## config.mk

```make
export PLATFORM = sky130hd
export DESIGN_NAME = cbf_tracker
export DESIGN_NICKNAME = d
export VERILOG_FILES = /design/src/rtl/cbf_pkg.sv /design/src/rtl/cbf_hash.sv /design/src/rtl/cbf_counter_bank.sv /design/src/rtl/cbf_presence_vec.sv /design/src/rtl/cbf_tracker.sv
export SDC_FILE = /design/constraint.sdc
export NUM_CORES = 1
export LEC_CHECK = 0
export BUFFER_PORTS_ARGS = -buffer_cell sky130_fd_sc_hd__buf_2
export CAP_MARGIN = 20
export CORE_MARGIN = 5
export CORE_UTILIZATION = 57
export CTS_BUF_LIST = sky130_fd_sc_hd__clkbuf_8
export CTS_CLUSTER_SIZE = 25
export DETAILED_ROUTE_END_ITERATION = 8
export GPL_TIMING_DRIVEN = 0
export PLACE_DENSITY_LB_ADDON = 0.25
export RECOVER_POWER = 50
export SLEW_MARGIN = 10
export SYNTH_ARGS = -nofsm -noshare
export SYNTH_HDL_FRONTEND = slang
export SYNTH_SLANG_ARGS = --single-unit
```

## constraint.sdc

```tcl
create_clock -name clk -period 5.9 [get_ports clk]
set_input_delay 1.18 -clock clk [delete_from_list [all_inputs] [get_ports clk]]
set_output_delay 1.18 -clock clk [all_outputs]
set_load 0.02 [all_outputs]
```

## src/rtl/cbf_pkg.sv

```systemverilog
package cbf_pkg;
    typedef enum logic {
        UPD_ALLOC = 1'b0,
        UPD_EVICT = 1'b1
    } upd_op_e;
endpackage

```

## src/rtl/cbf_hash.sv

```systemverilog
module cbf_hash #(
    parameter int ADDR_W = 32,
    parameter int IDX_W  = 6
) (
    input  logic [ADDR_W-1:0] addr,
    output logic [IDX_W-1:0]  idx
);
    localparam int NCHUNK = (ADDR_W + IDX_W - 1) / IDX_W;
    localparam int PAD_W  = NCHUNK * IDX_W;

    logic [PAD_W-1:0] padded;
    logic [IDX_W-1:0] fold [NCHUNK+1];

    assign padded  = {{(PAD_W-ADDR_W){1'b0}}, addr};
    assign fold[0] = '0;

    for (genvar c = 0; c < NCHUNK; c++) begin : g_chunk
        assign fold[c+1] = fold[c] ^ padded[c*IDX_W +: IDX_W];
    end

    assign idx = fold[NCHUNK];
endmodule

```

## src/rtl/cbf_counter_bank.sv

```systemverilog
module cbf_counter_bank
    import cbf_pkg::*;
#(
    parameter int IDX_W = 6,
    parameter int CNT_W = 3
) (
    input  logic             clk,
    input  logic             rst_n,
    input  logic             acc,
    input  upd_op_e          op,
    input  logic [IDX_W-1:0] idx,
    output logic             wr_en,
    output logic [IDX_W-1:0] wr_idx,
    output logic             wr_val,
    output logic             err
);
    localparam int DEPTH = 1 << IDX_W;
    localparam logic [CNT_W-1:0] CNT_MAX = {CNT_W{1'b1}};
    localparam logic [CNT_W-1:0] CNT_ONE = {{(CNT_W-1){1'b0}}, 1'b1};

    typedef struct packed {
        logic [DEPTH-1:0][CNT_W-1:0] cnt;
        logic                        wr_en;
        logic [IDX_W-1:0]            wr_idx;
        logic                        wr_val;
        logic                        err;
    } bank_t;

    bank_t s_d, s_q;
    logic [CNT_W-1:0] cur;

    always_comb begin
        s_d        = s_q;
        s_d.wr_en  = 1'b0;
        s_d.wr_val = 1'b0;
        s_d.err    = 1'b0;
        s_d.wr_idx = idx;
        cur        = s_q.cnt[idx];
        if (acc) begin
            if (op == UPD_ALLOC) begin
                if (cur != CNT_MAX) begin
                    s_d.cnt[idx] = cur + CNT_ONE;
                    if (cur == '0) begin
                        s_d.wr_en  = 1'b1;
                        s_d.wr_val = 1'b1;
                    end
                end
            end else begin
                if (cur == '0) begin
                    s_d.err = 1'b1;
                end else begin
                    s_d.cnt[idx] = cur - CNT_ONE;
                    if (cur == CNT_ONE) begin
                        s_d.wr_en  = 1'b1;
                        s_d.wr_val = 1'b0;
                    end
                end
            end
        end
    end

    always_ff @(posedge clk) begin
        if (!rst_n) s_q <= '0;
        else        s_q <= s_d;
    end

    assign wr_en  = s_q.wr_en;
    assign wr_idx = s_q.wr_idx;
    assign wr_val = s_q.wr_val;
    assign err    = s_q.err;
endmodule

```

## src/rtl/cbf_presence_vec.sv

```systemverilog
module cbf_presence_vec #(
    parameter int IDX_W = 6
) (
    input  logic                   clk,
    input  logic                   rst_n,
    input  logic                   wr_en,
    input  logic [IDX_W-1:0]       wr_idx,
    input  logic                   wr_val,
    input  logic                   qry_valid,
    input  logic [IDX_W-1:0]       qry_idx,
    output logic                   qry_rvalid,
    output logic                   qry_maybe,
    output logic [(1<<IDX_W)-1:0]  bits
);
    localparam int DEPTH = 1 << IDX_W;

    typedef struct packed {
        logic [DEPTH-1:0] bits;
        logic             rvalid;
        logic             maybe;
    } vec_t;

    vec_t s_d, s_q;

    always_comb begin
        s_d        = s_q;
        s_d.rvalid = qry_valid;
        s_d.maybe  = qry_valid ? s_q.bits[qry_idx] : 1'b0;
        if (wr_en) s_d.bits[wr_idx] = wr_val;
    end

    always_ff @(posedge clk) begin
        if (!rst_n) s_q <= '0;
        else        s_q <= s_d;
    end

    assign qry_rvalid = s_q.rvalid;
    assign qry_maybe  = s_q.maybe;
    assign bits       = s_q.bits;
endmodule

```

## src/rtl/cbf_tracker.sv

```systemverilog
module cbf_tracker
    import cbf_pkg::*;
#(
    parameter int ADDR_W = 32,
    parameter int IDX_W  = 6,
    parameter int CNT_W  = 3
) (
    input  logic              clk,
    input  logic              rst_n,
    input  logic              upd_valid,
    output logic              upd_ready,
    input  logic              upd_evict,
    input  logic [ADDR_W-1:0] upd_addr,
    output logic              upd_err,
    input  logic              qry_valid,
    input  logic [ADDR_W-1:0] qry_addr,
    output logic              qry_rvalid,
    output logic              qry_maybe
);
    localparam int DEPTH = 1 << IDX_W;

    logic             ready_d, ready_q;
    logic             acc;
    upd_op_e          op;
    logic [IDX_W-1:0] upd_idx, qry_idx, wr_idx;
    logic             wr_en, wr_val;
    logic [DEPTH-1:0] pres_bits;

    always_comb begin
        ready_d = 1'b1;
    end

    always_ff @(posedge clk) begin
        if (!rst_n) ready_q <= 1'b0;
        else        ready_q <= ready_d;
    end

    assign upd_ready = ready_q;
    assign acc       = upd_valid && ready_q;
    assign op        = upd_evict ? UPD_EVICT : UPD_ALLOC;

    cbf_hash #(.ADDR_W(ADDR_W), .IDX_W(IDX_W)) i_hash_upd (
        .addr (upd_addr),
        .idx  (upd_idx)
    );

    cbf_hash #(.ADDR_W(ADDR_W), .IDX_W(IDX_W)) i_hash_qry (
        .addr (qry_addr),
        .idx  (qry_idx)
    );

    cbf_counter_bank #(.IDX_W(IDX_W), .CNT_W(CNT_W)) i_bank (
        .clk    (clk),
        .rst_n  (rst_n),
        .acc    (acc),
        .op     (op),
        .idx    (upd_idx),
        .wr_en  (wr_en),
        .wr_idx (wr_idx),
        .wr_val (wr_val),
        .err    (upd_err)
    );

    cbf_presence_vec #(.IDX_W(IDX_W)) i_vec (
        .clk        (clk),
        .rst_n      (rst_n),
        .wr_en      (wr_en),
        .wr_idx     (wr_idx),
        .wr_val     (wr_val),
        .qry_valid  (qry_valid),
        .qry_idx    (qry_idx),
        .qry_rvalid (qry_rvalid),
        .qry_maybe  (qry_maybe),
        .bits       (pres_bits)
    );
endmodule

```

==> results.txt, run 1 <==
Die W -> 161 um
slowest CP cell -> xor3_1
Clock Power Share -> 31.0%
number of global-route vias before repair -> 12100
Syn Area/Cell -> 9.35 um^2
drt pass-1 iters -> 7
Slew headroom -> 27.3%
vias -> 12400
Die Area -> 26000 um^2
max FFs per register -> 192
critical-path cell list -> buf_2 > xnor2_1 > xor3_1 > clkbuf_2 > clkbuf_4 > buf_2 > nand2_2 > o22a_1 > a41oi_1 > a21oi_1 > and4_1 > ha_1 > ha_1 > nor2_2 > o21ai_1 > o31ai_4 > buf_6 > nand3_1 > a32o_1
Post-synth EDFFs -> 0
Pwr Density -> 349 nW/um^2
Int Pwr -> 3170 uW
Avg WL per Cell -> 24.7 um
Finished Core Util -> 65.9%
Remaining DRCs -> 0
Clock transition at path regs -> 0.06 ns
library cells used by synthesis -> 69
Final HPWL DP -> 30.3 mm
CP max FO -> 10
worst hold path class -> register to register
hold buffers post-CTS -> 0
WS Path Type -> input port to register
WP buf/inv -> 5
Req. time, crit path -> 6.34 ns
CTS Buf Count -> 45
r2r setup slk -> 1.85 ns
share of layout cells above drive strength 1 -> 16.6%
worst slew pin tran -> 1.08 ns
slowest stage delay, CP -> 0.54 ns
VDD IR max -> 166 uV
Site Rows -> 55
fillers -> 1904
PortBufs -> 72
CTS H-Tree Depth -> 2
switching power -> 2020 uW
WL final -> 45.3 mm
sw frac -> 38.9%
Reg power frac -> 35.6%
Final nets -> 1598
Seq/Total Area, Yosys -> 41.1%
CTS tree -> built
drt initial violations -> 1993
ANT cells -> 0
GR Util All Layers -> 33.6%
global route total overflow -> 0
MaxCap Viol Count -> 0
Core ar. -> 22600 um^2
post-route clock period utilization -> 100%
setup slack after layout -> -0.00237 ns
CTS sink count -> 268
crit-path leading delay family -> compound AO/OA/AOI/OAI gates
combinational share of power -> 33.4%
post-synthesis instance total -> 1397
status -> complete, but fails checks
Max Slew Vio Count -> 0
Highest Clock Rate -> 0.169 GHz
first-pass GRT wire length -> 68.7 mm
worst clock skew -> 0.0415 ns
largest net degree at the start of global routing -> 20
clk_lat worst skew -> 0.59 ns
Layout area overhead -> 13.9%
post-synthesis register bit count -> 268
I/O Pins -> 73
die boundary height -> 161 um
Setup crit start kind -> input port
most flop-heavy register -> i_bank.s_q
CTS root buf -> clkbuf_8
yosys warns -> 0
maximum clock path buffer count -> 3
drt via density -> 6.78
failing checks -> setup timing
final hold violation count -> 0
Worst setup EP type -> register
Initial Util -> 57.8%
syn nets -> 1472
Leak -> 0.00601 uW
fin crit period -> 5.90 ns
final hold slack -> 0.464 ns
Final ANT Viol Nets -> 0
Placer Congestion -> 0.992
Synth async-reset ratio -> 0%
number of antenna violations at the first check in global routing -> 1
Critical Path AT -> 6.34 ns
Top FF cell, synth -> dfxtp_1
Cell Area, Synth -> 13100 um^2
setup violators final -> 1
[worst paths after layout]
path	cells after the start	start	endpoint
setup / recovery	19	upd_addr[7]	i_bank.s_q[143]$_SDFFE_PN0P_
hold / removal	2	i_bank.s_q[154]$_SDFFE_PN0P_	i_bank.s_q[154]$_SDFFE_PN0P_
setup reg to reg	14	i_bank.s_q[129]$_SDFFE_PN0P_	i_bank.s_q[143]$_SDFFE_PN0P_
hold reg to reg	2	i_bank.s_q[154]$_SDFFE_PN0P_	i_bank.s_q[154]$_SDFFE_PN0P_
[metal layers]
| layer | share of wire (%) | global-route usage [%] | vias up |
|---|---|---|---|
| met2 | 42 | 49.8 | 980 |
| met3 | 14 | 10.3 | 216 |
| met1 | 39 | 44.9 | 5821 |
| li1 | - | - | 5415 |
| met4 | 5.2 | 16.2 | 2 |
| met5 | 0.020 | 0 | - |
[cell usage in the layout (no fill, tap or decap), drive strengths merged, types with 10 or more instances in the layout]
master	instances
o22a	27
nor2	35
o21ai	76
buf	111
dfxtp	268
xor2	10
a32o	65
mux2i	142
or3	13
mux4	20
xnor2	32
nor3	31
and2	10
nand2	197
inv	19
nand3	156
a21oi	73
clkbuf	140
[area by class of cell]
type / count / area, um^2 / share of cell area [%]
Clock buffer: 56 / 771 / 5.18
Tap cell: 285 / 357 / 2.40
Buffer: 114 / 536 / 3.60
Inverter: 4 / 15.0 / 0.101
Sequential cell: 268 / 5370 / 36.1
Multi-Input combinational cell: 1009 / 7330 / 49.3
Timing Repair Buffer: 81 / 417 / 2.80
Clock inverter: 18 / 75.1 / 0.505
[timing repair]
item,in CTS,in global routing
gates resized for setup,43,37
buffers inserted,2,2
gates cloned,0,0
pin swaps,2,3
setup endpoints to repair,193,191
[per-stage QoR]
step	setup TNS, ns	total power, uW	area, um^2	setup WS (ns)	cells
2_1_floorplan	0	2900	13100	0.352	1397
3_3_place_gp	-285.57	3430	13800	-1.73	1754
3_5_place_dp	-312.39	3460	13800	-1.91	1759
4_1_cts	0	5080	14800	0.00987	1834
5_1_grt	-0.156	5320	14900	-0.0316	1835
6_report	-0.00237	5190	14900	-0.00237	1835
[synthesized netlist by cell type, types with 3 or more instances]
| cell type | n | area, um^2 |
|---|---|---|
| a2111oi_4 | 8 | 220 |
| ha_1 | 6 | 75.1 |
| a21oi_1 | 73 | 365 |
| and3_1 | 3 | 18.8 |
| nor2b_1 | 7 | 43.8 |
| or3_4 | 8 | 90.1 |
| nand2_1 | 197 | 739 |
| and2_1 | 7 | 43.8 |
| o21ai_0 | 76 | 380 |
| nand3_1 | 156 | 781 |
| mux4_2 | 20 | 450 |
| a22oi_1 | 9 | 67.6 |
| xnor3_1 | 3 | 67.6 |
| nand4_1 | 6 | 37.5 |
| nor2_1 | 35 | 131 |
| xor2_1 | 7 | 61.3 |
| or3_1 | 5 | 31.3 |
| o22ai_1 | 6 | 37.5 |
| o22a_1 | 27 | 236 |
| xnor2_1 | 30 | 263 |
| mux2_2 | 8 | 90.1 |
| o221ai_1 | 5 | 43.8 |
| clkbuf_1 | 82 | 308 |
| buf_2 | 18 | 90.1 |
| mux2i_1 | 141 | 1410 |
| o211ai_1 | 4 | 30.0 |
| a211oi_1 | 3 | 22.5 |
| and2_0 | 3 | 18.8 |
| dfxtp_1 | 268 | 5370 |
| a32o_1 | 65 | 651 |
| a31oi_1 | 7 | 43.8 |
| a41oi_1 | 4 | 35.0 |
| buf_1 | 14 | 52.6 |
| a221oi_1 | 4 | 35.0 |
| inv_1 | 3 | 11.3 |
| nand2b_1 | 4 | 25.0 |
| nor3_1 | 31 | 155 |
| xor2_2 | 3 | 48.8 |
[tightest hold or removal path: stages, from the launching register on]
cell and delay, ns:
dfxtp_1 0.31, nand2_1 0.05, mux2i_1 0.05
[logic make-up after synthesis]
kind of cell,after synthesis,synth area share [%]
and+or+nand+nor,473,16.9
AOI/OAI and AO/OA,310,18.1
DFF,268,41.1
muxes,170,15.1
buffers and inverters,120,3.71
xor gates and xnor gates,50,4.54
adders and majority gates,6,0.575
[power groups by stage]
| stage | clock (uW) | combinational, uW | sequential, uW |
|---|---|---|---|
| 2_1_floorplan | 0 | 1010 | 1890 |
| 3_3_place_gp | 0 | 1550 | 1890 |
| 3_5_place_dp | 0 | 1570 | 1890 |
| 4_1_cts | 1600 | 1620 | 1850 |
| 5_1_grt | 1690 | 1770 | 1850 |
| 6_report | 1610 | 1730 | 1850 |
Power figures use the tool's default switching activity.
==> inputs of run 2 (changes only) <==
--- a/config.mk
+++ b/config.mk
@@ -12,7 +12,7 @@
 export CTS_BUF_LIST = sky130_fd_sc_hd__clkbuf_8
 export CTS_CLUSTER_SIZE = 25
 export DETAILED_ROUTE_END_ITERATION = 8
-export GPL_TIMING_DRIVEN = 0
+export GPL_TIMING_DRIVEN = 1
 export PLACE_DENSITY_LB_ADDON = 0.25
 export RECOVER_POWER = 50
 export SLEW_MARGIN = 10
==> results.txt, run 2 (synthesis gave the netlist of run 1 again) <==
ANT cells -> 0
Pwr Density -> 357 nW/um^2
Remaining DRCs -> 0
number of global-route vias before repair -> 11500
CTS root buf -> clkbuf_8
WL final -> 39.7 mm
Critical Path AT -> 5.82 ns
largest net degree at the start of global routing -> 97
failing checks -> capacitance limit, slew limit
Fin Setup TNS -> 0 ns
Core ar. -> 22600 um^2
commonest cells after routing, fill and taps aside -> dfxtp_1, nand2_1, nand3_1
hold buffers post-CTS -> 0
maximum clock path buffer count -> 3
final hold slack -> 0.461 ns
Highest Clock Rate -> 0.186 GHz
Die W -> 161 um
Initial Util -> 57.8%
most flop-heavy register -> i_bank.s_q
drt via density -> 6.57
Worst setup EP type -> register
Site Rows -> 55
worst slew pin tran -> 3.14 ns
global route total overflow -> 0
worst clock skew -> 0.0322 ns
first-pass GRT wire length -> 63.3 mm
CTS sink count -> 268
drt initial violations -> 1414
commonest non-fill, non-tap cell in the layout -> dfxtp_1
PortBufs -> 72
Layout area overhead -> 15.3%
worst hold path class -> register to register
die boundary height -> 161 um
fin crit period -> 5.37 ns
Final nets -> 1553
CTS H-Tree Depth -> 2
Placer Congestion -> 0.942
GR Util All Layers -> 29.8%
CTS tree -> built
Max Slew Vio Count -> 89
Leak -> 0.00617 uW
Final HPWL DP -> 26.4 mm
Finished Core Util -> 66.7%
post-route clock period utilization -> 91.0%
WS Path Type -> input port to register
Final ANT Viol Nets -> 0
share of layout cells above drive strength 1 -> 18.5%
Resized cells post-CTS -> 0
VDD IR max -> 243 uV
final hold violation count -> 0
vias -> 11800
Setup crit start kind -> input port
RSZ-0062 raised after global routing -> false
drt pass-1 iters -> 7
setup violators final -> 0
number of antenna violations at the first check in global routing -> 0
CP max FO -> 30
MaxCap Viol Count -> 2
max FFs per register -> 192
Die Area -> 26000 um^2
fillers -> 1833
Setup Buffers After CTS -> 0
Req. time, crit path -> 6.35 ns
clk_lat worst skew -> 0.57 ns
status -> complete, but fails checks
Avg WL per Cell -> 22.1 um
Slew headroom -> -109%
I/O Pins -> 73
Overall Power -> 5380 uW
CTS Buf Count -> 45
Clock transition at path regs -> 0.06 ns
run 2: changes by cell type in the layout (fill, tap and decap cells not counted), moves of 6 or more:
cell	previous run	this run
buf_12	0	9
buf_4	12	66
nand2_2	8	1
clkbuf_2	12	1
clkbuf_1	69	6
nand2_1	188	196
buf_2	83	68
buf_6	6	0
buf_1	10	0
run 2: cell type report:
cell class                      count  area [um^2]  area share, %
Multi-Input combinational cell   1009         7240           48.1
Sequential cell                   268         5370           35.7
Timing Repair Buffer              150         1040           6.93
Clock buffer                       59          812           5.39
Tap cell                          285          357           2.37
Clock inverter                     25          220           1.46
Inverter                            4         15.0         0.0998
run 2: report_power, final:
part           internal (uW)  switching, uW  total, uW  leakage, uW
logic                    562           1100       1660      0.00342
clock network           1080            776       1850     0.000583
registers               1830           29.1       1860      0.00216
total                   3470           1910       5380      0.00617
run 2: critical path, stage by stage:
cell	delay, ns
buf_2	0.07
xnor3_1	0.38
xnor2_1	1.05
nor2b_1	0.21
nand2_1	0.24
a31oi_1	0.08
nor4_1	0.31
buf_4	0.18
and2_1	0.21
inv_1	0.09
ha_1	0.21
ha_1	0.18
nor2_1	0.11
o21ai_0	0.21
o31ai_4	0.26
buf_12	0.28
nand3_1	0.20
a32o_1	0.33
run 2: layer usage:
metal	vias to the layer above	share of wire, %	track usage, %
met5	-	0	0
met4	0	2.4	9.23
met3	97	11	7.94
met2	688	44	45.8
met1	5703	42	41.3
li1	5331	-	-
run 2: path summary, 6_finish.rpt:
check,slack [ns],from,to,cells after the start
worst max register to register,2.33,i_bank.s_q[51]$_SDFFE_PN0P_,i_bank.s_q[134]$_SDFFE_PN0P_,15
worst min-delay path,0.46,i_bank.s_q[102]$_SDFFE_PN0P_,i_bank.s_q[102]$_SDFFE_PN0P_,2
worst min register to register,0.46,i_bank.s_q[102]$_SDFFE_PN0P_,i_bank.s_q[102]$_SDFFE_PN0P_,2
worst max-delay path,0.53,upd_addr[10],i_bank.s_q[134]$_SDFFE_PN0P_,18
run 2: metrics by stage:
| step | std cells | area, um^2 | setup WS (ns) |
|---|---|---|---|
| 6_report | 1800 | 15100 | 0.531 |
| 3_5_place_dp | 1714 | 14000 | 0.135 |
| 5_1_grt | 1800 | 15100 | 0.210 |
| 2_1_floorplan | 1397 | 13100 | 0.352 |
| 3_3_place_gp | 1713 | 14000 | 0.251 |
| 4_1_cts | 1798 | 15100 | 0.686 |
